### src/rtl/lsw_pkg.sv
package lsw_pkg;

    localparam int SW_W   = 6;
    localparam int SYNC_W = 8;

    typedef enum logic [1:0] {
        CMD_IDLE = 2'b00,
        CMD_TEST = 2'b01,
        CMD_RING = 2'b10,
        CMD_OFF  = 2'b11
    } cmd_e;

    // bit5 .. bit0
    typedef struct packed {
        logic rt_acc;   // ring test access
        logic tp_acc;   // tip test access
        logic rg_acc;   // ring access (zero-cross release)
        logic rg_ret;   // ring return
        logic rg_brk;   // ring break
        logic tp_brk;   // tip break
    } sw_t;

    // synchroniser lane positions
    localparam int L_RING  = 0;
    localparam int L_ACC   = 1;
    localparam int L_HOLD  = 2;
    localparam int L_OVRN  = 3;
    localparam int L_THERM = 4;
    localparam int L_BHIGH = 5;
    localparam int L_BLOST = 6;
    localparam int L_BOK   = 7;

    function automatic sw_t decode_cmd(input cmd_e c);
        sw_t s;
        s = '0;
        unique case (c)
            CMD_IDLE: begin s.tp_brk = 1'b1; s.rg_brk = 1'b1; end
            CMD_RING: begin s.rg_ret = 1'b1; s.rg_acc = 1'b1; end
            CMD_TEST: begin s.tp_acc = 1'b1; s.rt_acc = 1'b1; end
            default:  s = '0;
        endcase
        return s;
    endfunction

endpackage

### src/rtl/lsw_sync.sv
module lsw_sync #(
    parameter int          W       = 8,
    parameter int          STAGES  = 2,
    parameter logic [W-1:0] RST_VAL = '0
) (
    input  logic         clk,
    input  logic         rst,
    input  logic [W-1:0] d_i,
    output logic [W-1:0] q_o
);
    logic [W-1:0] chain_q [STAGES];

    genvar g;
    generate
        for (g = 0; g < STAGES; g++) begin : g_stage
            always_ff @(posedge clk) begin
                if (rst) chain_q[g] <= RST_VAL;
                else if (g == 0) chain_q[g] <= d_i;
                else chain_q[g] <= chain_q[(g == 0) ? 0 : g-1];
            end
        end
    endgenerate

    assign q_o = chain_q[STAGES-1];
endmodule

### src/rtl/lsw_latch.sv
module lsw_latch
    import lsw_pkg::*;
(
    input  logic clk,
    input  logic rst,
    input  logic hold_i,
    input  cmd_e cmd_i,
    output cmd_e cmd_o
);
    cmd_e held_q;

    assign cmd_o = hold_i ? held_q : cmd_i;

    always_ff @(posedge clk) begin
        if (rst) held_q <= CMD_OFF;
        else     held_q <= cmd_o;
    end

    a_r3_hold_stable: assert property (@(posedge clk) disable iff (rst)
        (hold_i && $past(hold_i)) |-> (cmd_o == $past(cmd_o)));
endmodule

### src/rtl/lsw_guard.sv
module lsw_guard #(
    parameter bit THERM_EN = 1'b1
) (
    input  logic clk,
    input  logic rst,
    input  logic ovr_n_i,
    input  logic therm_i,
    input  logic bat_high_i,
    input  logic bat_lost_i,
    input  logic bat_ok_i,
    output logic force_off_o,
    output logic sd_status_o
);
    logic bat_block_q;
    logic therm_act;
    logic bat_bad;

    assign bat_bad   = bat_high_i | bat_lost_i;
    assign therm_act = THERM_EN ? therm_i : 1'b0;

    always_ff @(posedge clk) begin
        if (rst) begin
            bat_block_q <= 1'b1;
            sd_status_o <= 1'b1;
        end else begin
            if (bat_bad)       bat_block_q <= 1'b1;
            else if (bat_ok_i) bat_block_q <= 1'b0;
            sd_status_o <= ~therm_act;
        end
    end

    assign force_off_o = bat_block_q | therm_act | ~ovr_n_i;

    a_r7_bad_blocks: assert property (@(posedge clk) disable iff (rst)
        bat_bad |=> bat_block_q);
    a_r7_block_sticky: assert property (@(posedge clk) disable iff (rst)
        (bat_block_q && !bat_ok_i) |=> bat_block_q);
    a_r8_status_low: assert property (@(posedge clk) disable iff (rst)
        (THERM_EN && therm_i) |=> !sd_status_o);
    a_r9_status_high: assert property (@(posedge clk) disable iff (rst)
        (!THERM_EN) |=> sd_status_o);
endmodule

### src/rtl/lsw_switch.sv
module lsw_switch
    import lsw_pkg::*;
(
    input  logic clk,
    input  logic rst,
    input  cmd_e cmd_i,
    input  logic force_off_i,
    input  logic zc_i,
    output sw_t  sw_o
);
    sw_t tgt;
    sw_t nxt;

    always_comb begin
        tgt = force_off_i ? sw_t'('0) : decode_cmd(cmd_i);
        nxt = tgt;
        nxt.rg_acc = tgt.rg_acc | (sw_o.rg_acc & ~zc_i);
    end

    always_ff @(posedge clk) begin
        if (rst) sw_o <= '0;
        else     sw_o <= nxt;
    end

    a_r5_wait_zc: assert property (@(posedge clk) disable iff (rst)
        (sw_o.rg_acc && !zc_i) |=> sw_o.rg_acc);
    a_r4_forced_off: assert property (@(posedge clk) disable iff (rst)
        force_off_i |=> (!sw_o.tp_brk && !sw_o.rg_brk && !sw_o.rg_ret &&
                         !sw_o.tp_acc && !sw_o.rt_acc));
    a_r4_no_new_ring: assert property (@(posedge clk) disable iff (rst)
        (force_off_i && !sw_o.rg_acc) |=> !sw_o.rg_acc);
    a_r2_one_group: assert property (@(posedge clk) disable iff (rst)
        $onehot0({sw_o.tp_brk, sw_o.rg_ret, sw_o.tp_acc}));
endmodule

### src/rtl/lsw_ctrl.sv
module lsw_ctrl
    import lsw_pkg::*;
#(
    parameter bit THERM_EN    = 1'b1,
    parameter int SYNC_STAGES = 2
) (
    input  logic            clk,
    input  logic            rst,
    input  logic            ring_sel_i,
    input  logic            acc_sel_i,
    input  logic            hold_i,
    input  logic            ovr_n_i,
    input  logic            therm_i,
    input  logic            bat_high_i,
    input  logic            bat_lost_i,
    input  logic            bat_ok_i,
    input  logic            zc_i,
    output logic [SW_W-1:0] sw_en_o,
    output logic            sd_status_o
);
    localparam logic [SYNC_W-1:0] SYNC_RST = SYNC_W'(1) << L_OVRN;

    logic [SYNC_W-1:0] raw, syn;
    cmd_e cmd_s, cmd_l;
    logic force_off;
    sw_t  sw;

    always_comb begin
        raw          = '0;
        raw[L_RING]  = ring_sel_i;
        raw[L_ACC]   = acc_sel_i;
        raw[L_HOLD]  = hold_i;
        raw[L_OVRN]  = ovr_n_i;
        raw[L_THERM] = therm_i;
        raw[L_BHIGH] = bat_high_i;
        raw[L_BLOST] = bat_lost_i;
        raw[L_BOK]   = bat_ok_i;
    end

    lsw_sync #(.W(SYNC_W), .STAGES(SYNC_STAGES), .RST_VAL(SYNC_RST)) sync_i (
        .clk(clk), .rst(rst), .d_i(raw), .q_o(syn)
    );

    assign cmd_s = cmd_e'({syn[L_RING], syn[L_ACC]});

    lsw_latch latch_i (
        .clk(clk), .rst(rst), .hold_i(syn[L_HOLD]), .cmd_i(cmd_s), .cmd_o(cmd_l)
    );

    lsw_guard #(.THERM_EN(THERM_EN)) guard_i (
        .clk(clk), .rst(rst),
        .ovr_n_i(syn[L_OVRN]), .therm_i(syn[L_THERM]),
        .bat_high_i(syn[L_BHIGH]), .bat_lost_i(syn[L_BLOST]), .bat_ok_i(syn[L_BOK]),
        .force_off_o(force_off), .sd_status_o(sd_status_o)
    );

    lsw_switch switch_i (
        .clk(clk), .rst(rst), .cmd_i(cmd_l), .force_off_i(force_off),
        .zc_i(zc_i), .sw_o(sw)
    );

    assign sw_en_o = sw;

    a_r4_override: assert property (@(posedge clk) disable iff (rst)
        !syn[L_OVRN] |=> ((sw_en_o & 6'b110111) == 6'b0));
    a_r6_return_opens: assert property (@(posedge clk) disable iff (rst)
        (!force_off && cmd_l != CMD_RING) |=> !sw_en_o[2]);
endmodule

### config.mk
export PLATFORM = sky130hd
export DESIGN_NAME = lsw_ctrl
export DESIGN_NICKNAME = d
export VERILOG_FILES = /design/src/rtl/lsw_pkg.sv /design/src/rtl/lsw_sync.sv /design/src/rtl/lsw_latch.sv /design/src/rtl/lsw_guard.sv /design/src/rtl/lsw_switch.sv /design/src/rtl/lsw_ctrl.sv
export SDC_FILE = /design/constraint.sdc
export NUM_CORES = 1
export LEC_CHECK = 0
export BUFFER_PORTS_ARGS = -buffer_cell sky130_fd_sc_hd__buf_2
export CAP_MARGIN = 30
export CORE_UTILIZATION = 48
export DETAILED_ROUTE_END_ITERATION = 8
export GPL_ROUTABILITY_DRIVEN = 0
export PLACE_DENSITY = 0.77
export SLEW_MARGIN = 10
export SYNTH_ARGS = -nofsm -noshare
export SYNTH_HDL_FRONTEND = slang
export SYNTH_SLANG_ARGS = --single-unit
### constraint.sdc
create_clock -name clk -period 1.5 [get_ports clk]
set_clock_uncertainty 0.1 [all_clocks]
set_input_delay 0 -clock clk [delete_from_list [all_inputs] [get_ports clk]]
set_output_delay 0 -clock clk [all_outputs]
set_load 0.005 [all_outputs]
==> parameters.txt, run 1 <==
Parameter                              Value

Status
  Outcome ... completed

Floorplanning
  Area of the placeable core ... 0.00135 mm^2
  Site Rows ... 13
  Die outline height ... 40.8 um
  Overall die width ... 40.8 um
  Starting utilization of the core area ... 0.535
  Count of boundary I/O pins ... 18
  Floorplan die area ... 0.00166 mm^2

Logic synthesis
  Seq/Total Area, Yosys ... 0.666
  Biggest area consumer among synthesized cells ... dfxtp_1
  Post-synthesis instance area ... 722 um^2
  Synthesized instance count ... 59
  Netlist cell types ... 14
  Total nets after synthesis ... 70
  Average footprint of a synthesized cell ... roughly 12 um^2
  Number of register bits inferred by synthesis ... 24
  Top area cells in the synthesized netlist ... dfxtp_1 (67%), nor2b_1 (12%), mux2_2 (3.1%)
  Area share of the largest cell type after synthesis ... 0.666
  Number of warnings printed during yosys synthesis ... 0

Placement
  Port-buffer cells ... 17
  Post-placement setup slack ... 211 ps
  Total cell area at the placement stage ... 811 um^2

Clock network
  CTS tree ... built
  CTS clk-pin slew, worst paths ... 110 ps
  Max Root-Sink Buffers ... 2
  Clock Sink Count ... 24
  Max H-tree Level ... 1
  Number of clock buffers inserted by TritonCTS ... 3
  Root Buffer Master ... clkbuf_4
  Worst skew pair latency ... 300 ps

Timing
  Final WS setup ... 168 ps
  Upper clock frequency limit ... between 700 and 800 MHz
  Final number of hold-violating endpoints ... 0
  Setup repair after global routing missed its margin ... no
  Slew Limit Headroom ... 0.796
  Tcrit/Tclk final ... 0.888
  Final total negative setup slack ... 0 ps
  Time the final worst path needs with I/O delays and setup ... roughly 1300 ps
  Actual slew at the worst max-slew pin ... 298 ps
  Final-report max-slew violation count ... 0
  Count of endpoints failing setup in the final report ... 0

Pwr
  Pwr/cell area ... 1080 mW/mm^2
  Share of total power in combinational logic ... 0.075
  Cell Int Power ... around 0.81 mW
  Worst ir drop on vdd ... ~0.69 mV
  Clk network pwr share ... 0.257
  Total power consumption of the routed design ... 1.00 mW
  Net switching fraction of the power ... 0.197
  Share of total power in sequential cells ... 0.668
  Net Switching ... 0.198 mW
  Leakage dissipation ... about 0.4 nW

Detailed routing
  Vias per std cell ... about 4.5
  Post-detailed-route wirelength per cell ... between 9 and 10 um
  Remaining antenna violation count ... 0
  Number of detailed-route iterations in the first pass ... 2
  Total number of vias ... around 450
  Routed wire length ... just under 1000 um
  Count of unresolved DRC violations after routing ... 0
  Number of violations reported at the end of detailed-routing iteration 0 ... 3

Critical path
  Critical-path maximum fanout ... 4
  Type of destination of the critical path ... flip-flop
  Data required time of the critical path ... 1620 ps
  Crit path cell chain ... dlygate4sd3_1 > buf_2 > or4b_4 > o32ai_2
  CP max stage cell ... or4b_4
  Arrival time at the worst endpoint ... 1450 ps
  Type of the worst setup path ... in -> reg
  Max stage delay on crit path ... 540 ps
  Critical path startpoint category ... input pin

GRT
  Aggregate global-route resource usage ... 0.145
  Maximum number of pins on one net before global-route repair ... 22
  Vias in the first global route ... 385
  Total global routing overflow ... 0
  Initial antenna violation count ... 0
  Wire length of the first global-routing pass ... around 1500 um

Worst hold path
  Type of the most critical hold path ... reg -> reg

Final layout
  Area overhead of the layout relative to synthesis ... 29.3%
  Number of fillers in the final layout ... 108
  N_diodes ... 0
  Post-route design area ... 933 um^2
  Sequential cell area ... 480 um^2
  Number of nets in the layout ... 99
  Fraction of layout cells with a size suffix above 1 ... 0.326
  Multi-input combinational cell area ... 215 um^2

Run
  Number of max-cap violations ... 0
cell type report:
class,count,area share
Tap cell,15,0.0201
Sequential cell,24,0.515
Multi-Input combinational cell,30,0.231
Clock buffer,3,0.0241
Timing Repair Buffer,28,0.206
Inverter,1,0.00402
state kept, by name (all words and copies together), names as in the netlist:
register	flops
guard_i.bat_block_q	1
guard_i.sd_status_o	1
latch_i.held_q	2
switch_i.sw_o	4
sync_i.chain_q	16
metrics by stage:
step	hold slack (ps)	utilization	instances
2_1_floorplan	-6.29	-	59
3_3_place_gp	82.8	0.601	88
3_5_place_dp	85.6	0.601	88
4_1_cts	298	0.691	101
5_1_grt	318	0.691	101
6_report	308	0.691	101
per-layer routing:
| layer | wire length [um] | global-route usage | up-vias | part of all wire |
|---|---|---|---|---|
| li1 | - | - | 240 | - |
| met1 | 403 | 0.129 | 200 | 0.41 |
| met2 | 547 | 0.289 | 13 | 0.55 |
| met3 | 37 | 0.0326 | 0 | 0.037 |
| met4 | 0 | 0.0750 | 0 | 0 |
| met5 | 0 | 0 | - | 0 |
synth_stat cells:
library cell	number
buf_4	2
clkbuf_1	2
dfxtp_1	24
inv_1	1
mux2_2	2
mux2i_1	1
nand2b_1	3
nor2b_1	14
nor3_1	3
nor3b_1	1
o21ai_0	1
o32ai_2	1
or2_2	3
or4b_4	1
path summary, 6_finish.rpt:
| kind | cells after the start | start | to | slack [ps] |
|---|---|---|---|---|
| worst max-delay path | 4 | rst | switch_i.sw_o[3] | 170 |
| worst min-delay path | 1 | sync_i.chain_q[1][4] | guard_i.sd_status_o | 310 |
| worst max register to register | 2 | guard_i.bat_block_q | switch_i.sw_o[3] | 190 |
| worst min register to register | 1 | sync_i.chain_q[1][4] | guard_i.sd_status_o | 310 |
power groups by stage:
stage | Sequential, mW | Combinational, mW | Clock (mW)
after floorplan | 0.684 | 0.0359 | 0
after global placement | 0.685 | 0.0543 | 0
after detailed placement | 0.686 | 0.0557 | 0
after CTS | 0.672 | 0.0754 | 0.267
after global routing | 0.674 | 0.0840 | 0.289
final | 0.671 | 0.0754 | 0.258
worst max-delay path, delay by kind of cell:
kind                   cells  cell delay, ps
AND/OR/NAND/NOR            1             540
buffers and inverters      2             660
AO/OA/AOI/OAI              1             250
cell families after synthesis:
family	count (synthesis)	share of synthesized area
AOI/OAI and AO/OA	2	0.0295
buffers and inverters	5	0.0364
DFF	24	0.666
muxes	3	0.0451
and+or+nand+nor	25	0.224
timing repair:
| item | 4_1_cts | 5_1_grt |
|---|---|---|
| resized for setup | 0 | 0 |
| setup buffers | 0 | 0 |
| hold endpoints to repair | 12 | 0 |
| hold buffers | 10 | 0 |
placed cells by master, fill, tap and decap left out:
master | Yosys | routed
dfxtp_1 | 24 | 24
buf_2 | 0 | 17
nor2b_1 | 14 | 14
dlygate4sd3_1 | 0 | 10
nand2b_1 | 3 | 3
or2_2 | 3 | 3
nor3_1 | 3 | 3
clkbuf_4 | 0 | 3
mux2_2 | 2 | 2
mux2i_1 | 1 | 1
or4b_4 | 1 | 1
o32ai_2 | 1 | 1
inv_1 | 1 | 1
o21ai_0 | 1 | 1
nor3b_1 | 1 | 1
buf_4 | 2 | 1
Note: power is estimated with default switching activity, not from simulation.
==> run 2, diff against run 1 <==
--- a/config.mk
+++ b/config.mk
@@ -7,6 +7,7 @@
 export LEC_CHECK = 0
 export BUFFER_PORTS_ARGS = -buffer_cell sky130_fd_sc_hd__buf_2
 export CAP_MARGIN = 30
+export CORE_ASPECT_RATIO = 1.1
 export CORE_UTILIZATION = 48
 export DETAILED_ROUTE_END_ITERATION = 8
 export GPL_ROUTABILITY_DRIVEN = 0
==> parameters.txt, run 2 (synthesis gave the netlist of run 1 again) <==
Parameter                              Value

Placement
  Total cell area at the placement stage ... 812 um^2
  Port-buffer cells ... 17
  Post-placement setup slack ... 221 ps

Worst hold path
  Hold Path Depth ... 1
  Type of the most critical hold path ... reg -> reg

Critical path
  Reg2reg path depth ... 2
  Critical path startpoint category ... input pin
  Critical-path maximum fanout ... 21
  Type of destination of the critical path ... flip-flop
  Type of the worst setup path ... in -> reg
  Data required time of the critical path ... 1660 ps
  Arrival time at the worst endpoint ... 1520 ps

Detailed routing
  Vias per std cell ... between 4 and 5
  Post-detailed-route wirelength per cell ... between 10 and 15 um
  Count of unresolved DRC violations after routing ... 0
  Number of violations reported at the end of detailed-routing iteration 0 ... 0
  Sum of met2 wire segment lengths after detailed routing ... 566 um
  Detail Route met3 WL ... 33 um
  WL met1 ... 458 um
  Routed wire length ... 1090 um
  Number of detailed-route iterations in the first pass ... 1
  DR top layer ... met4
  Total number of vias ... 477
  Remaining antenna violation count ... 0

Timing
  Final number of hold-violating endpoints ... 0
  Setup repair after global routing missed its margin ... no
  Final-report max-slew violation count ... 0
  Slew Limit Headroom ... 0.779
  Time the final worst path needs with I/O delays and setup ... 1370 ps
  Count of endpoints failing setup in the final report ... 0
  Final WS setup ... about 130 ps
  Actual slew at the worst max-slew pin ... roughly 320 ps
  Upper clock frequency limit ... ~730 MHz
  Final total negative setup slack ... 0 ps
  Tcrit/Tclk final ... 0.912

Run
  Number of max-cap violations ... 0

Final layout
  Number of nets in the layout ... 104
  Post-route design area ... 985 um^2
  Area overhead of the layout relative to synthesis ... 36.4%
  Fraction of layout cells with a size suffix above 1 ... 0.308
  Registers with the most flip-flops ... sync_i.chain_q: 16 flops, switch_i.sw_o: 4 flops, latch_i.held_q: 2 flops
  Number of fillers in the final layout ... 98
  Biggest register ... sync_i.chain_q
  N_diodes ... 0
  Top library cells by usage in the layout, fill and taps aside ... dfxtp_1 (24), buf_2 (17), dlygate4sd3_1 (15)
  Flip-flop count of the largest register after layout ... 16
  Most common library cell in the layout ignoring fill and taps ... dfxtp_1

Pwr
  Net switching fraction of the power ... 0.200
  Cell Int Power ... 0.816 mW
  Clk network pwr share ... 0.257
  Pwr/cell area ... 1040 mW/mm^2
  Worst ir drop on vdd ... 0.697 mV
  Leakage dissipation ... approximately 0.44 nW
  Share of total power in combinational logic ... 0.085
  Share of total power in sequential cells ... 0.658
  Net Switching ... 0.204 mW

Clock network
  Worst skew pair latency ... approximately 300 ps
  Max Root-Sink Buffers ... 2
  CTS tree ... built
  Post-CTS setup-driven buffer insertion count ... 0
  Root Buffer Master ... clkbuf_4
  Max H-tree Level ... 1
  CTS clk-pin slew, worst paths ... 110 ps
  Number of clock buffers inserted by TritonCTS ... 3
  Clock Sink Count ... 24

GRT
  Maximum number of pins on one net before global-route repair ... 22
  Vias in the first global route ... 432
  Total global routing overflow ... 0
  Initial antenna violation count ... 0
  Wire length of the first global-routing pass ... between 1500 and 2000 um
  Aggregate global-route resource usage ... 0.167

Floorplanning
  Floorplan die area ... between 0.0015 and 0.002 mm^2
  Die outline height ... 42.7 um
  Starting utilization of the core area ... 0.522
  Site Rows ... 14
  Overall die width ... 39.0 um
  Area of the placeable core ... 0.00138 mm^2
  Count of boundary I/O pins ... 18

Status
  Outcome ... completed
==> run 2: changes by cell type in the layout (fill, tap and decap cells not counted), sizes merged <==
| cell | previous run | this run |
|---|---|---|
| dlygate4sd3 | 10 | 15 |
==> run 2: worst paths after layout <==
check / start / endpoint / slack (ps)
max: rst / sync_i.chain_q[0][0] / 130
min: sync_i.chain_q[1][4] / guard_i.sd_status_o / 310
max reg2reg: guard_i.bat_block_q / switch_i.sw_o[3] / 190
min reg2reg: sync_i.chain_q[1][4] / guard_i.sd_status_o / 310
==> run 2: power by group through the flow <==
stage               logic, mW  clock network [mW]  registers, mW
finish                 0.0867               0.262          0.671
global route           0.0954               0.309          0.675
CTS                    0.0855               0.274          0.672
detailed placement     0.0558                   0          0.687
global placement       0.0544                   0          0.685
floorplan              0.0359                   0          0.684
==> run 2: stage by stage <==
step	hold WS (ps)	std cells	total power, mW	utilization
floorplan	-6.29	59	0.720	-
global placement	82.7	89	0.739	0.587
detailed placement	87.1	89	0.742	0.587
CTS	296	107	1.03	0.712
global route	309	107	1.08	0.712
finish	306	107	1.02	0.712
==> run 2: cell type report <==
type / instances / area (um^2) / share of cell area
flip-flops and latches: 24 / 480 / 0.488
well taps: 16 / 20.0 / 0.0203
repair buffers: 33 / 243 / 0.247
multi-input cells: 30 / 215 / 0.219
clock buffers: 3 / 22.5 / 0.0229
inverters: 1 / 3.75 / 0.00381
==> run 2: worst max-delay path, cell delays in order <==
cell	delay, ps
dlygate4sd3_1	530
buf_2	130
buf_4	190
nor2b_1	130
dlygate4sd3_1	550
==> run 2: layer usage <==
metal | vias to the layer above | global-route usage
li1 | 252 | -
met1 | 206 | 0.177
met2 | 15 | 0.267
met3 | 4 | 0.0471
met4 | 0 | 0.124
met5 | - | 0
==> run 2: repair_timing <==
| action | 4_1_cts | 5_1_grt |
|---|---|---|
| gates resized for setup | 0 | 0 |
| endpoints found under the setup margin | 0 | 0 |
| hold buffers | 15 | 0 |
| hold endpoints to repair | 17 | 0 |
